## src/rtl/strseq_pkg.sv

```systemverilog
package strseq_pkg;
  typedef enum logic [1:0] {
    ST_IDLE = 2'd0,
    ST_RUN  = 2'd1,
    ST_FIN  = 2'd2
  } seq_state_t;

  localparam int unsigned NUM_PTRS = 2;
  localparam int unsigned PTR_SRC  = 0;
  localparam int unsigned PTR_DST  = 1;
endpackage

```

## src/rtl/idx_stepper.sv

```systemverilog
module idx_stepper #(
  parameter int unsigned OFS_W     = 16,
  parameter int unsigned SEG_SHIFT = 4
) (
  input  logic                        clk,
  input  logic                        rst,
  input  logic                        load,
  input  logic [OFS_W-1:0]            seg_in,
  input  logic [OFS_W-1:0]            ofs_in,
  input  logic                        adv,
  input  logic                        down,
  input  logic                        wide,
  output logic [OFS_W+SEG_SHIFT-1:0]  addr_o
);
  localparam int unsigned PA_W = OFS_W + SEG_SHIFT;

  logic [OFS_W-1:0] seg_q, idx_q, idx_nxt, step_w;
  logic [PA_W-1:0]  addr_q;

  assign step_w  = wide ? OFS_W'(2) : OFS_W'(1);
  assign idx_nxt = down ? (idx_q - step_w) : (idx_q + step_w);

  function automatic logic [PA_W-1:0] phys(input logic [OFS_W-1:0] s,
                                           input logic [OFS_W-1:0] o);
    return {s, {SEG_SHIFT{1'b0}}} + {{SEG_SHIFT{1'b0}}, o};
  endfunction

  always_ff @(posedge clk) begin
    if (rst) begin
      seg_q  <= '0;
      idx_q  <= '0;
      addr_q <= '0;
    end else if (load) begin
      seg_q  <= seg_in;
      idx_q  <= ofs_in;
      addr_q <= phys(seg_in, ofs_in);
    end else if (adv) begin
      idx_q  <= idx_nxt;
      addr_q <= phys(seg_q, idx_nxt);
    end
  end

  assign addr_o = addr_q;

  assert_index_up_R3: assert property (@(posedge clk) disable iff (rst)
    (adv && !load && !down) |=> idx_q == OFS_W'($past(idx_q) + $past(step_w)));

  assert_index_down_R4: assert property (@(posedge clk) disable iff (rst)
    (adv && !load && down) |=> idx_q == OFS_W'($past(idx_q) - $past(step_w)));

  assert_seg_held_R6: assert property (@(posedge clk) disable iff (rst)
    !load |=> $stable(seg_q));
endmodule

```

## src/rtl/rep_counter.sv

```systemverilog
module rep_counter #(
  parameter int unsigned CNT_W = 16
) (
  input  logic             clk,
  input  logic             rst,
  input  logic             load,
  input  logic [CNT_W-1:0] load_val,
  input  logic             dec,
  output logic             last_o,
  output logic             zero_o
);
  logic [CNT_W-1:0] cnt_q;

  always_ff @(posedge clk) begin
    if (rst)       cnt_q <= '0;
    else if (load) cnt_q <= load_val;
    else if (dec)  cnt_q <= cnt_q - 1'b1;
  end

  assign last_o = (cnt_q == CNT_W'(1));
  assign zero_o = (cnt_q == '0);

  assert_no_underflow_R7: assert property (@(posedge clk) disable iff (rst)
    dec |-> cnt_q != '0);

  assert_count_dec_R7: assert property (@(posedge clk) disable iff (rst)
    (dec && !load) |=> cnt_q == CNT_W'($past(cnt_q) - 1'b1));
endmodule

```

## src/rtl/strmov_addr_seq.sv

```systemverilog
module strmov_addr_seq
  import strseq_pkg::*;
#(
  parameter int unsigned OFS_W     = 16,
  parameter int unsigned SEG_SHIFT = 4,
  parameter int unsigned CNT_W     = 16
) (
  input  logic                       clk,
  input  logic                       rst,
  input  logic                       start,
  input  logic [OFS_W-1:0]           cfg_src_seg,
  input  logic [OFS_W-1:0]           cfg_dst_seg,
  input  logic [OFS_W-1:0]           cfg_src_ofs,
  input  logic [OFS_W-1:0]           cfg_dst_ofs,
  input  logic [CNT_W-1:0]           cfg_count,
  input  logic                       cfg_down,
  input  logic                       cfg_word,
  input  logic                       xfer_ready,
  output logic                       xfer_valid,
  output logic [OFS_W+SEG_SHIFT-1:0] src_addr,
  output logic [OFS_W+SEG_SHIFT-1:0] dst_addr,
  output logic                       busy,
  output logic                       done
);
  localparam int unsigned PA_W = OFS_W + SEG_SHIFT;

  seq_state_t state_q;
  logic valid_q, done_q, down_q, wide_q;
  logic accept, fire, cnt_last, cnt_zero;
  logic [OFS_W-1:0] seg_sel [NUM_PTRS];
  logic [OFS_W-1:0] ofs_sel [NUM_PTRS];
  logic [PA_W-1:0]  addr_sel [NUM_PTRS];

  assign accept = start && (state_q == ST_IDLE);
  assign fire   = valid_q && xfer_ready;

  assign seg_sel[PTR_SRC] = cfg_src_seg;
  assign seg_sel[PTR_DST] = cfg_dst_seg;
  assign ofs_sel[PTR_SRC] = cfg_src_ofs;
  assign ofs_sel[PTR_DST] = cfg_dst_ofs;

  for (genvar g = 0; g < NUM_PTRS; g++) begin : g_ptr
    idx_stepper #(.OFS_W(OFS_W), .SEG_SHIFT(SEG_SHIFT)) u_step (
      .clk    (clk),
      .rst    (rst),
      .load   (accept),
      .seg_in (seg_sel[g]),
      .ofs_in (ofs_sel[g]),
      .adv    (fire),
      .down   (down_q),
      .wide   (wide_q),
      .addr_o (addr_sel[g])
    );
  end

  rep_counter #(.CNT_W(CNT_W)) u_cnt (
    .clk      (clk),
    .rst      (rst),
    .load     (accept),
    .load_val (cfg_count),
    .dec      (fire),
    .last_o   (cnt_last),
    .zero_o   (cnt_zero)
  );

  always_ff @(posedge clk) begin
    if (rst) begin
      state_q <= ST_IDLE;
      valid_q <= 1'b0;
      done_q  <= 1'b0;
      down_q  <= 1'b0;
      wide_q  <= 1'b0;
    end else begin
      done_q <= 1'b0;
      unique case (state_q)
        ST_IDLE: if (start) begin
          down_q <= cfg_down;
          wide_q <= cfg_word;
          if (cfg_count == '0) begin
            state_q <= ST_FIN;
            done_q  <= 1'b1;
          end else begin
            state_q <= ST_RUN;
            valid_q <= 1'b1;
          end
        end
        ST_RUN: if (fire && cnt_last) begin
          state_q <= ST_FIN;
          valid_q <= 1'b0;
          done_q  <= 1'b1;
        end
        ST_FIN:  state_q <= ST_IDLE;
        default: state_q <= ST_IDLE;
      endcase
    end
  end

  assign xfer_valid = valid_q;
  assign done       = done_q;
  assign busy       = (state_q != ST_IDLE);
  assign src_addr   = addr_sel[PTR_SRC];
  assign dst_addr   = addr_sel[PTR_DST];

  assert_stall_hold_R9: assert property (@(posedge clk) disable iff (rst)
    (xfer_valid && !xfer_ready) |=> xfer_valid && $stable(src_addr) && $stable(dst_addr));

  assert_done_single_R7: assert property (@(posedge clk) disable iff (rst)
    done |=> !done);

  assert_done_quiet_R7: assert property (@(posedge clk) disable iff (rst)
    done |-> !xfer_valid);

  assert_zero_count_R8: assert property (@(posedge clk) disable iff (rst)
    (start && !busy && cfg_count == '0) |=> done && !xfer_valid);

  assert_mode_latched_R5: assert property (@(posedge clk) disable iff (rst)
    (busy && state_q != ST_FIN) |=> $stable(down_q) && $stable(wide_q));

  assert_run_live_R7: assert property (@(posedge clk) disable iff (rst)
    (state_q == ST_RUN) |-> (xfer_valid && !cnt_zero));
endmodule

```

## config.mk

```make
export PLATFORM = sky130hd
export DESIGN_NAME = strmov_addr_seq
export DESIGN_NICKNAME = d
export VERILOG_FILES = /design/src/rtl/strseq_pkg.sv /design/src/rtl/idx_stepper.sv /design/src/rtl/rep_counter.sv /design/src/rtl/strmov_addr_seq.sv
export SDC_FILE = /design/constraint.sdc
export NUM_CORES = 1
export LEC_CHECK = 0
export BUFFER_PORTS_ARGS = -buffer_cell sky130_fd_sc_hd__buf_2
export CORE_MARGIN = 8
export CORE_UTILIZATION = 40
export CTS_BUF_LIST = sky130_fd_sc_hd__clkbuf_8
export CTS_CLUSTER_DIAMETER = 30
export DETAILED_ROUTE_END_ITERATION = 10
export GPL_TIMING_DRIVEN = 0
export PLACE_DENSITY_LB_ADDON = 0.25
export SETUP_SLACK_MARGIN = 0.5
export SLEW_MARGIN = 20
export SYNTH_ARGS = -nofsm -noshare
export SYNTH_HDL_FRONTEND = slang
export SYNTH_SLANG_ARGS = --single-unit
```

## constraint.sdc

```tcl
create_clock -name clk -period 6.55 [get_ports clk]
set_input_delay 0.3275 -clock clk [delete_from_list [all_inputs] [get_ports clk]]
set_output_delay 0.3275 -clock clk [all_outputs]
set_load 0.005 [all_outputs]
```

# Word level (Yosys, flattened, before mapping)
# Index checks and enable logic that the tools add are counted.
totals:
  ff_bits: 126
  input_bits: 86
op_classes:
  n_eq_ne: 5
  n_reduce_logical: 11
  n_addsub: 9
  muxes: 25
op_table:
  columns: ["op", "count"]
  rows:
  - ["$mux 16", 8]
  - ["$add 20x16->20", 4]
  - ["$mux 20", 4]
  - ["$add 16x16->16", 2]
  - ["$sub 16x16->16", 2]
  - ["$eq 16x1->1 const B", 1]
  - ["$logic_not 16->1", 1]
  - ["$sub 16x1->16 const B", 1]
  - ["$mux 2", 4]
  - ["$mux 1", 6]
  - ["$ne 2x2->1 const B", 3]
  - ["$reduce_bool 2->1", 3]
  - ["$pmux 1 s2", 2]
  - ["$pmux 2 s2", 1]
  - ["$reduce_and 2->1", 2]
  - ["$reduce_and 4->1", 1]
  - ["$logic_and 1x1->1", 3]
  - ["$eq 2x1->1 const B", 1]
  - ["$logic_not 2->1", 1]

# Logic depth before layout (Yosys ltp)
# Gate-level depths: netlist of the first run.
logic_depth:
  word_depth: 6
  mapped_depth: 21

# Cells and area by module
# Synthesis of the first run repeated with hierarchy kept, for this count alone.
hier_totals:
  hier_cells: 1197
  hier_area_um2: 9570.4
modules_own_cells:
  columns: ["module", "cells_per_inst", "seq_area_each_um2", "n_inst", "area_per_inst_um2"]
  rows:
  - ["idx_stepper at g_ptr[1].u_step", 530, 960.9, 1, 4242.8]
  - ["idx_stepper at g_ptr[0].u_step", 511, 960.9, 1, 4027.6]
  - ["rep_counter", 124, 320.3, 1, 1024.7]
  - ["strmov_addr_seq", 32, 120.1, 1, 275.3]

# Worst setup path after synthesis of the first run
# Ideal clock, no wire load.
synth_path:
  kind: "register to register"
  startpoint: "reg down_q"
  endpoint: "reg g_ptr[1].u_step.addr_q[18]"
  slack_ns: 2.203
  stages_incl_launch_ff: 22
  arrival_time_ns: 4.255
  t_required_ns: 6.458
  path_buffers: 2
  period_less_slack_ns: 4.347
  cell_sequence: "dfxtp_1 > buf_6 > nor2b_4 > buf_6 > xor2_1 > ha_1 > o21a_1 > o21a_1 > o21a_1 > o21ai_0 > nand2_1 > and3_1 > ha_1 > a21o_1 > a21oi_1 > o211ai_1 > a41oi_1 > o21ai_0 > nand4b_1 > xnor2_1 > nor2_1 > o32ai_1"
synth_via:
  elab_chain_cells: 4
synth_rtl:
  columns: ["element", "line_no", "source"]
  rows:
  - ["start, declared", "strmov_addr_seq.sv:28", "logic valid_q, done_q, down_q, wide_q;"]
  - ["start signal, assigned", "strmov_addr_seq.sv:77", "down_q <= cfg_down;"]
  - ["$mux 16", "idx_stepper.sv:21", "assign idx_nxt = down ? (idx_q - step_w) : (idx_q + step_w);"]
  - ["$add 20x16->20", "idx_stepper.sv:25", "return {s, {SEG_SHIFT{1'b0}}} + {{SEG_SHIFT{1'b0}}, o};"]
  - ["$mux 20", "idx_stepper.sv:37", "end else if (adv) begin"]
  - ["$mux 20", "idx_stepper.sv:33", "end else if (load) begin"]
  - ["end signal, assigned", "idx_stepper.sv:36", "addr_q <= phys(seg_in, ofs_in);"]
  - ["end signal, assigned", "idx_stepper.sv:39", "addr_q <= phys(seg_q, idx_nxt);"]
  - ["end, declared", "idx_stepper.sv:18", "logic [PA_W-1:0] addr_q;"]
# No other way between the ends. The select of a mux whose other input is x is not followed.
# A chain may end at the register's enable or synchronous reset.

# Worst setup path after layout of the first run
layout_path:
  startpoint: "reg down_q"
  endpoint: "reg g_ptr[0].u_step.addr_q[19]"
layout_via:
  elab_chain_cells: 4
layout_rtl:
  columns: ["element", "line_no"]
  rows:
  - ["$mux 16", "idx_stepper.sv:21"]
  - ["$add 20x16->20", "idx_stepper.sv:25"]
  - ["$mux 20", "idx_stepper.sv:37"]
  - ["$mux 20", "idx_stepper.sv:33"]
  - ["end signal, assigned", "idx_stepper.sv:36"]
  - ["end signal, assigned", "idx_stepper.sv:39"]
  - ["end, declared", "idx_stepper.sv:18"]
# No other way between the ends. The select of a mux whose other input is x is not followed.

==> impl_metrics.ini, run 1 <==
[grt]
grt_overflow_total = 0
grtUsageTotal_pct = 22.49
antenna_found_initial = 1
grt_pass1_wl_mm = 46.36
grt_pass1_vias = 8444
grt_max_degree = 28

[finish]
diodes = 0
syn_to_final_growth_pct = 16.08
final_nets = 1432
stdcell_area_sq_um = 10030
drive_gt1_share_pct = 14.87

[yosys]
synth_warnings = 0
ys_ff_latch = 118
ys_top_cells_by_area = dfxtp_1 (27%), ha_1 (12%), nand2_1 (7.5%)
synth-main-ff-cell = dfxtp_1
synth-async-reset-ratio_pct = 0
ys_seq_area_share_pct = 27.33
syn_inst = 1112
synth_area_per_cell_sq_um = 7.773
synth.distinct_cells = 75
synthesis.nets = 1286
synth_top_cell_area_share_pct = 27.33
synth_edf_count = 0
synth_area_leader_cell = dfxtp_1
netlist_area_sq_um = 8643

[worst_setup_path]
crit_path_start_kind = flop
crit_arrival_ns = 5.21
worstPathRequired_ns = 6.89
end_kind = flop
path_max_fanout = 27
crit_type = flop to flop
reg2reg_depth = 20

[detailed_routing]
initialDrtViolationCount = 678
first_pass_iters = 5
ant_nets = 0
routed_via_density = 5.678
wl_per_cell_microns = 19.54
drc = 0
via_count = 8778
finalWirelength_mm = 30.20

[clock_tree]
clock_latency_ns = 0.47
cts_setup_buffers = 0
cts.sinks = 118
root_buffer = clkbuf_8
numCtsBuffers = 17
hold_buffers = 0
cts_tree = built
cts_resized = 0
htreeDepth = 4
cts_buffer_depth = 2
clk_pin_slew_ns = 0.08

[power_and_ir_drop]
ir_drop_v = 0.0001065
power_density_nw_per_um2 = 224.7
p_leak_uw = 0.004353

[floorplan]
die_h_microns = 163.0
core-area_sq_um = 21090
start_util_pct = 40.99
ios = 129
rows = 53
die-area_sq_um = 26570
die_x_microns = 163.0

[sta]
finalMaxSlewViolations = 0
post-route-period-util_pct = 74.35
fin_crit_ns = 4.870
tns_ns = 0
rsz0062_at_grt = no
max_slew.worst_pin.slew_ns = 0.8783
hold_violations = 0
clock.fmax_mhz = 205.3
setup_viol = 0
hold_ws_ns = 0.1048
slew_headroom_pct = 41.45
worst_clock_skew_ns = 0.009526

[run]
drv_cap = 0

[min_path]
whs_path_depth = 3
hold_class = input pin to flop

[placement]
postPlaceCellArea_sq_um = 9624
dp_hpwl_mm = 23.32
gp_congestion = 0.9433
portBuffers = 127

[status]
status = complete, no violations
-- final cells by class --
cell class	count	area (sq um)
fill	2191	11050
multi-input combinational	901	5886
sequential	118	2364
timing repair buffer	127	635.6
tap	275	344.1
buffer	63	282.8
clock buffer	18	247.7
clock inverter	14	161.4
inverter	30	112.6
-- worst max-delay path, stage by stage (launching register included) --
cell and delay (ns):
dfxtp_2 0.76, buf_6 0.22, nor2b_4 0.14, buf_6 0.13, xor2_1 0.17, ha_1 0.19
a21oi_1 0.08, a21boi_0 0.26, o21ai_0 0.16, a21oi_1 0.22, a21oi_1 0.12, xnor2_1 0.17
ha_1 0.38, nand2_1 0.07, o21ai_0 0.25, nand2_1 0.13, o21ai_0 0.37, o41a_1 0.23
nand4_1 0.12, xor2_1 0.16, a2111oi_0 0.40
-- metrics by stage --
stage	worst slack (ns)	util, %	instances	power (uW)
after floorplan	2.203	-	1112	1314
after global placement	1.404	45.63	1514	1530
after detailed placement	1.722	45.64	1514	1539
after CTS	1.695	47.58	1546	2250
after global routing	1.241	47.58	1546	2367
final	1.680	47.58	1546	2254
-- worst paths after layout --
kind                                                from                         end  slack, ns
worst max register to register                    down_q  g_ptr[0].u_step.addr_o[19]       1.68
worst min register to register  g_ptr[1].u_step.seg_q[7]    g_ptr[1].u_step.seg_q[7]       0.47
worst min-delay path                      cfg_dst_seg[4]    g_ptr[1].u_step.seg_q[4]       0.10
worst max-delay path                              down_q  g_ptr[0].u_step.addr_o[19]       1.68
-- synth_stat cells, types with 3 or more instances --
master / instances
nand2_1: 173
dfxtp_1: 118
nor2_1: 105
a21oi_1: 98
ha_1: 84
xnor2_1: 58
a211oi_1: 54
o21ai_0: 42
clkbuf_1: 41
inv_1: 30
nor3_1: 30
xor2_1: 29
a21o_1: 21
a311oi_1: 21
nand3_1: 17
o211ai_1: 16
nand2b_1: 12
o21a_1: 12
buf_1: 11
and3_1: 10
or3_1: 10
nor2b_1: 9
buf_4: 8
nor4_1: 8
a31oi_1: 5
and2_1: 5
o21bai_1: 5
o22ai_1: 5
fa_1: 4
nand4_1: 4
a2111oi_0: 3
and4_1: 3
nand4b_1: 3
o41ai_1: 3
-- power breakdown --
part	internal (uW)	switching [uW]	total [uW]
Combinational	286	409	695
Sequential	783	56.4	839
Clock	382	338	720
-- sequential cells by signal, summed over array words and instances (netlist names) --
signal	cells
g_ptr.u_step.idx_q	24
xfer_valid	1
u_cnt.cnt_q	16
state_q	2
wide_q	1
down_q	1
g_ptr.u_step.addr_o	40
done	1
g_ptr.u_step.seg_q	32
-- cell usage in the layout (no fill, tap or decap), drive strengths merged, types with 13 or more instances in the layout --
master / count
buf: 149
a311oi: 21
dfxtp: 118
a21o: 21
o211ai: 16
nor3: 32
xnor2: 58
xor2: 29
clkbuf: 59
o21a: 13
inv: 32
ha: 84
a211oi: 55
nand3: 17
o21ai: 46
nor2: 107
a21oi: 99
nand2: 173
-- layer usage --
layer  wire, microns  track usage [%]
met5              13                0
met4             897            8.966
met3            2038            3.994
met2           13890            36.74
met1           13370            28.85
-- cell families (layout without fill, tap and decap cells) --
kind of cell,count (synthesis),in the layout,share of synthesized area (%)
buffers and inverters,93,252,4.574
adders and majority gates,89,89,13.22
muxes,2,2,0.2316
xor gates and xnor gates,87,87,8.816
and+or+nand+nor,406,406,21.42
DFF,118,118,27.33
AOI/OAI and AO/OA,317,317,24.41
Power figures use the tool's default switching activity.
==> run 2, diff against run 1 <==
Settings changed: ABC_AREA from default to 1.
Clock period 6.55 ns to 4.45 ns, I/O delays scaled along.
==> run 2 against run 1 <==
Die area increased by 12%. Clock skew increased by 0.0083 ns. Hold slack got worse by 0.096 ns. Global-route usage increased by 1.5 points. Sequential share of layout area decreased by 2.6 points. Register-to-register slack got worse by 0.74 ns. Setup slack got worse by 0.74 ns. Synthesized cell count increased by 37%. Core utilization decreased by 0.83 points. Clock power increased by 54%. Via count increased by 22%. Largest power group is now combinational logic.
==> impl_metrics.ini, run 2 <==
[status]
status = complete, no violations

[grt]
grt_max_degree = 28
grt_pass1_wl_mm = 54.82
grt_overflow_total = 0
antenna_found_initial = 0
grtUsageTotal_pct = 23.96
grt_pass1_vias = 10261

[floorplan]
die_x_microns = 172.4
die_h_microns = 172.4
ios = 129
die-area_sq_um = 29700
core-area_sq_um = 24180
start_util_pct = 40.44
rows = 57

[clock_tree]
numCtsBuffers = 17
cts_buffer_depth = 2
cts_setup_buffers = 0
htreeDepth = 4
root_buffer = clkbuf_8
clk_pin_slew_ns = 0.08
cts.sinks = 118
cts_tree = built
clock_latency_ns = 0.49

[detailed_routing]
met2_length_mm = 16.76
routed_via_density = 5.341
wl_per_cell_microns = 17.71
first_pass_iters = 6
initialDrtViolationCount = 855
highest_layer = met4
drc = 0
ant_nets = 0
via_count = 10752
dr_wl_met3_mm = 2.403
wl_met1_mm = 15.34
finalWirelength_mm = 35.65

[yosys]
synth-adder-area-share_pct = 11.57
synth_area_per_cell_sq_um = 6.412
synth_warnings = 0
synth-main-ff-cell = dfxtp_1
ys_ff_latch = 118
synth_edf_count = 0
ys_top_cells_by_area = dfxtp_1 (24%), nand2_1 (15%), ha_1 (11%)
synth_commonest_cells = nand2_1 (399), nor2_1 (180), inv_1 (167)
ys_seq_area_share_pct = 24.16
synth_top_family_by_area = simple AND/OR/NAND/NOR gates
synth_xor_xnor_area_share_pct = 3.877
synth-async-reset-ratio_pct = 0
synth.distinct_cells = 48
synthesis.nets = 1699
synth_mux_area_share_pct = 0
synth-compound-area-share_pct = 17.58
syn_inst = 1525
yosys.area_share.simple_pct = 32.81
synth_top_cell_area_share_pct = 24.16
yosysMostFrequentCell = nand2_1
netlist_area_sq_um = 9778
synth_area_leader_cell = dfxtp_1

[worst_setup_path]
crit_arrival_ns = 3.92
cpMaxStageDelayCell = dfxtp_4
crit_start = down_q
worstPathRequired_ns = 4.86
reg2reg_slack_ns = 0.94
crit_chain = buf_6, nand3_2, nand2_1, inv_1, ha_1, inv_1, nand2_2, nand3_1, nand2_1, xor2_1, ha_1, fa_1, nand2_1, nand3_1, nand3_1, nand2_1, nand2_1, nand2_1, nand2_1, nand2_1, nand2_1, nand3_1, a21oi_1
cpPeakStageDelay_ns = 0.58
crit_end = g_ptr[1].u_step.addr_o[16]
worstReg2RegStart = down_q
end_kind = flop
r2r-end = g_ptr[1].u_step.addr_o[16]
crit_type = flop to flop
path_max_fanout = 27
crit_path_start_kind = flop
reg2reg_depth = 23
path_common_cell = nand2_1

[finish]
diodes = 0
final_cell_mix = nand2_1 (399), nor2_1 (180), inv_1 (167), buf_2 (143), dfxtp_1 (117)
largest_register_ffs = 40
syn_to_final_growth_pct = 15.60
drive_gt1_share_pct = 13.74
final_nets = 1851
mostFrequentLayoutCell = nand2_1

[sta]
tns_ns = 0
hold_violations = 0
setup_viol = 0
max_slew.worst_pin.slew_ns = 0.8319
finalMaxSlewViolations = 0
worst_clock_skew_ns = 0.01778
hold_ws_ns = 0.008581
fin_crit_ns = 3.506
slew_headroom_pct = 44.54
clock.fmax_mhz = 285.2
post-route-period-util_pct = 78.79
rsz0062_at_grt = no

[power_and_ir_drop]
p_leak_uw = 0.005846
power_density_nw_per_um2 = 338.7
ir_drop_v = 0.0001852

[placement]
gp_congestion = 0.9463
portBuffers = 128
dp_hpwl_mm = 27.96

[min_path]
hold_class = input pin to flop

[run]
drv_cap = 0
[run 2: changes by cell type after synthesis, moves of 18 or more]
cell / before / now
clkbuf_1: 41 / 16
a311oi_1: 21 / 0
nor3_1: 30 / 9
a211oi_1: 54 / 10
nand3_1: 17 / 100
nor2_1: 105 / 180
a31oi_1: 5 / 26
nand2_1: 173 / 399
xnor2_1: 58 / 13
o21ai_0: 42 / 80
a22o_1: 0 / 18
inv_1: 30 / 167
[run 2: final cells by class]
cell class	count	area [sq um]
buffer	54	326.6
clock buffer	20	275.3
clock inverter	11	150.1
fill	2551	12870
inverter	173	651.9
multi-input combinational	1180	6437
sequential	118	2366
tap	324	405.4
timing repair buffer	133	690.7
[run 2: critical path, delay by kind of cell (launching register included)]
kind / cells / cell delay [ns]
AND/OR/NAND/NOR: 15 / 1.32
XOR/XNOR: 1 / 0.18
AO/OA/AOI/OAI: 1 / 0.16
adder cells (fa/ha/maj): 3 / 0.85
flip-flops: 1 / 0.58
buffers and inverters: 3 / 0.33
[run 2: per-stage QoR]
step	instances	setup slack (ns)	power (uW)	util [%]	area (sq um)
final	2013	0.9438	3828	46.75	11300
after global routing	2013	0.5501	4044	46.75	11300
after CTS	2013	0.7644	3803	46.74	11300
after detailed placement	1977	0.7919	2708	44.78	10830
after global placement	1977	0.4177	2691	44.77	10820
after floorplan	1525	1.144	2249	-	9778
[run 2: worst min path at each step]
stage / from / end / slack, ns / depth (start not counted)
after floorplan: cfg_dst_ofs[1] / g_ptr[1].u_step.addr_o[1] / 0.38 / 2
after global placement: g_ptr[1].u_step.seg_q[15] / g_ptr[1].u_step.seg_q[15] / 0.45 / 2
after detailed placement: g_ptr[1].u_step.seg_q[15] / g_ptr[1].u_step.seg_q[15] / 0.46 / 2
after CTS: cfg_src_seg[10] / g_ptr[0].u_step.seg_q[10] / 0.002 / 3
after global routing: cfg_count[8] / u_cnt.cnt_q[8] / 0.02 / 3
final: cfg_src_seg[10] / g_ptr[0].u_step.seg_q[10] / 0.009 / 3
[run 2: report_power, final]
group | internal (uW) | total, uW | switching, uW
Clock | 595 | 1110 | 514
Combinational | 532 | 1450 | 918
Sequential | 1170 | 1270 | 98.1
[run 2: logic make-up (layout without fill, tap and decap cells)]
logic type,count (synthesis),count (layout)
buffers and inverters,227,391
adder cells (fa/ha/maj),88,88
AND/OR/NAND/NOR,760,760
flip-flops,118,118
AO/OA/AOI/OAI,293,293
XOR/XNOR,39,39
[run 2: what timing repair did]
item | 4_1_cts | 5_1_grt
endpoints found under the hold margin | 5 | 0
hold buffers | 5 | 0
endpoints found under the setup margin | 0 | 8
gates resized for setup | 0 | 1
[run 2: metal layers]
metal	track usage [%]	vias to the layer above
met5	0	-
met3	4.658	80
met2	40.97	365
li1	-	5321
met4	9.820	0
met1	29.00	4986
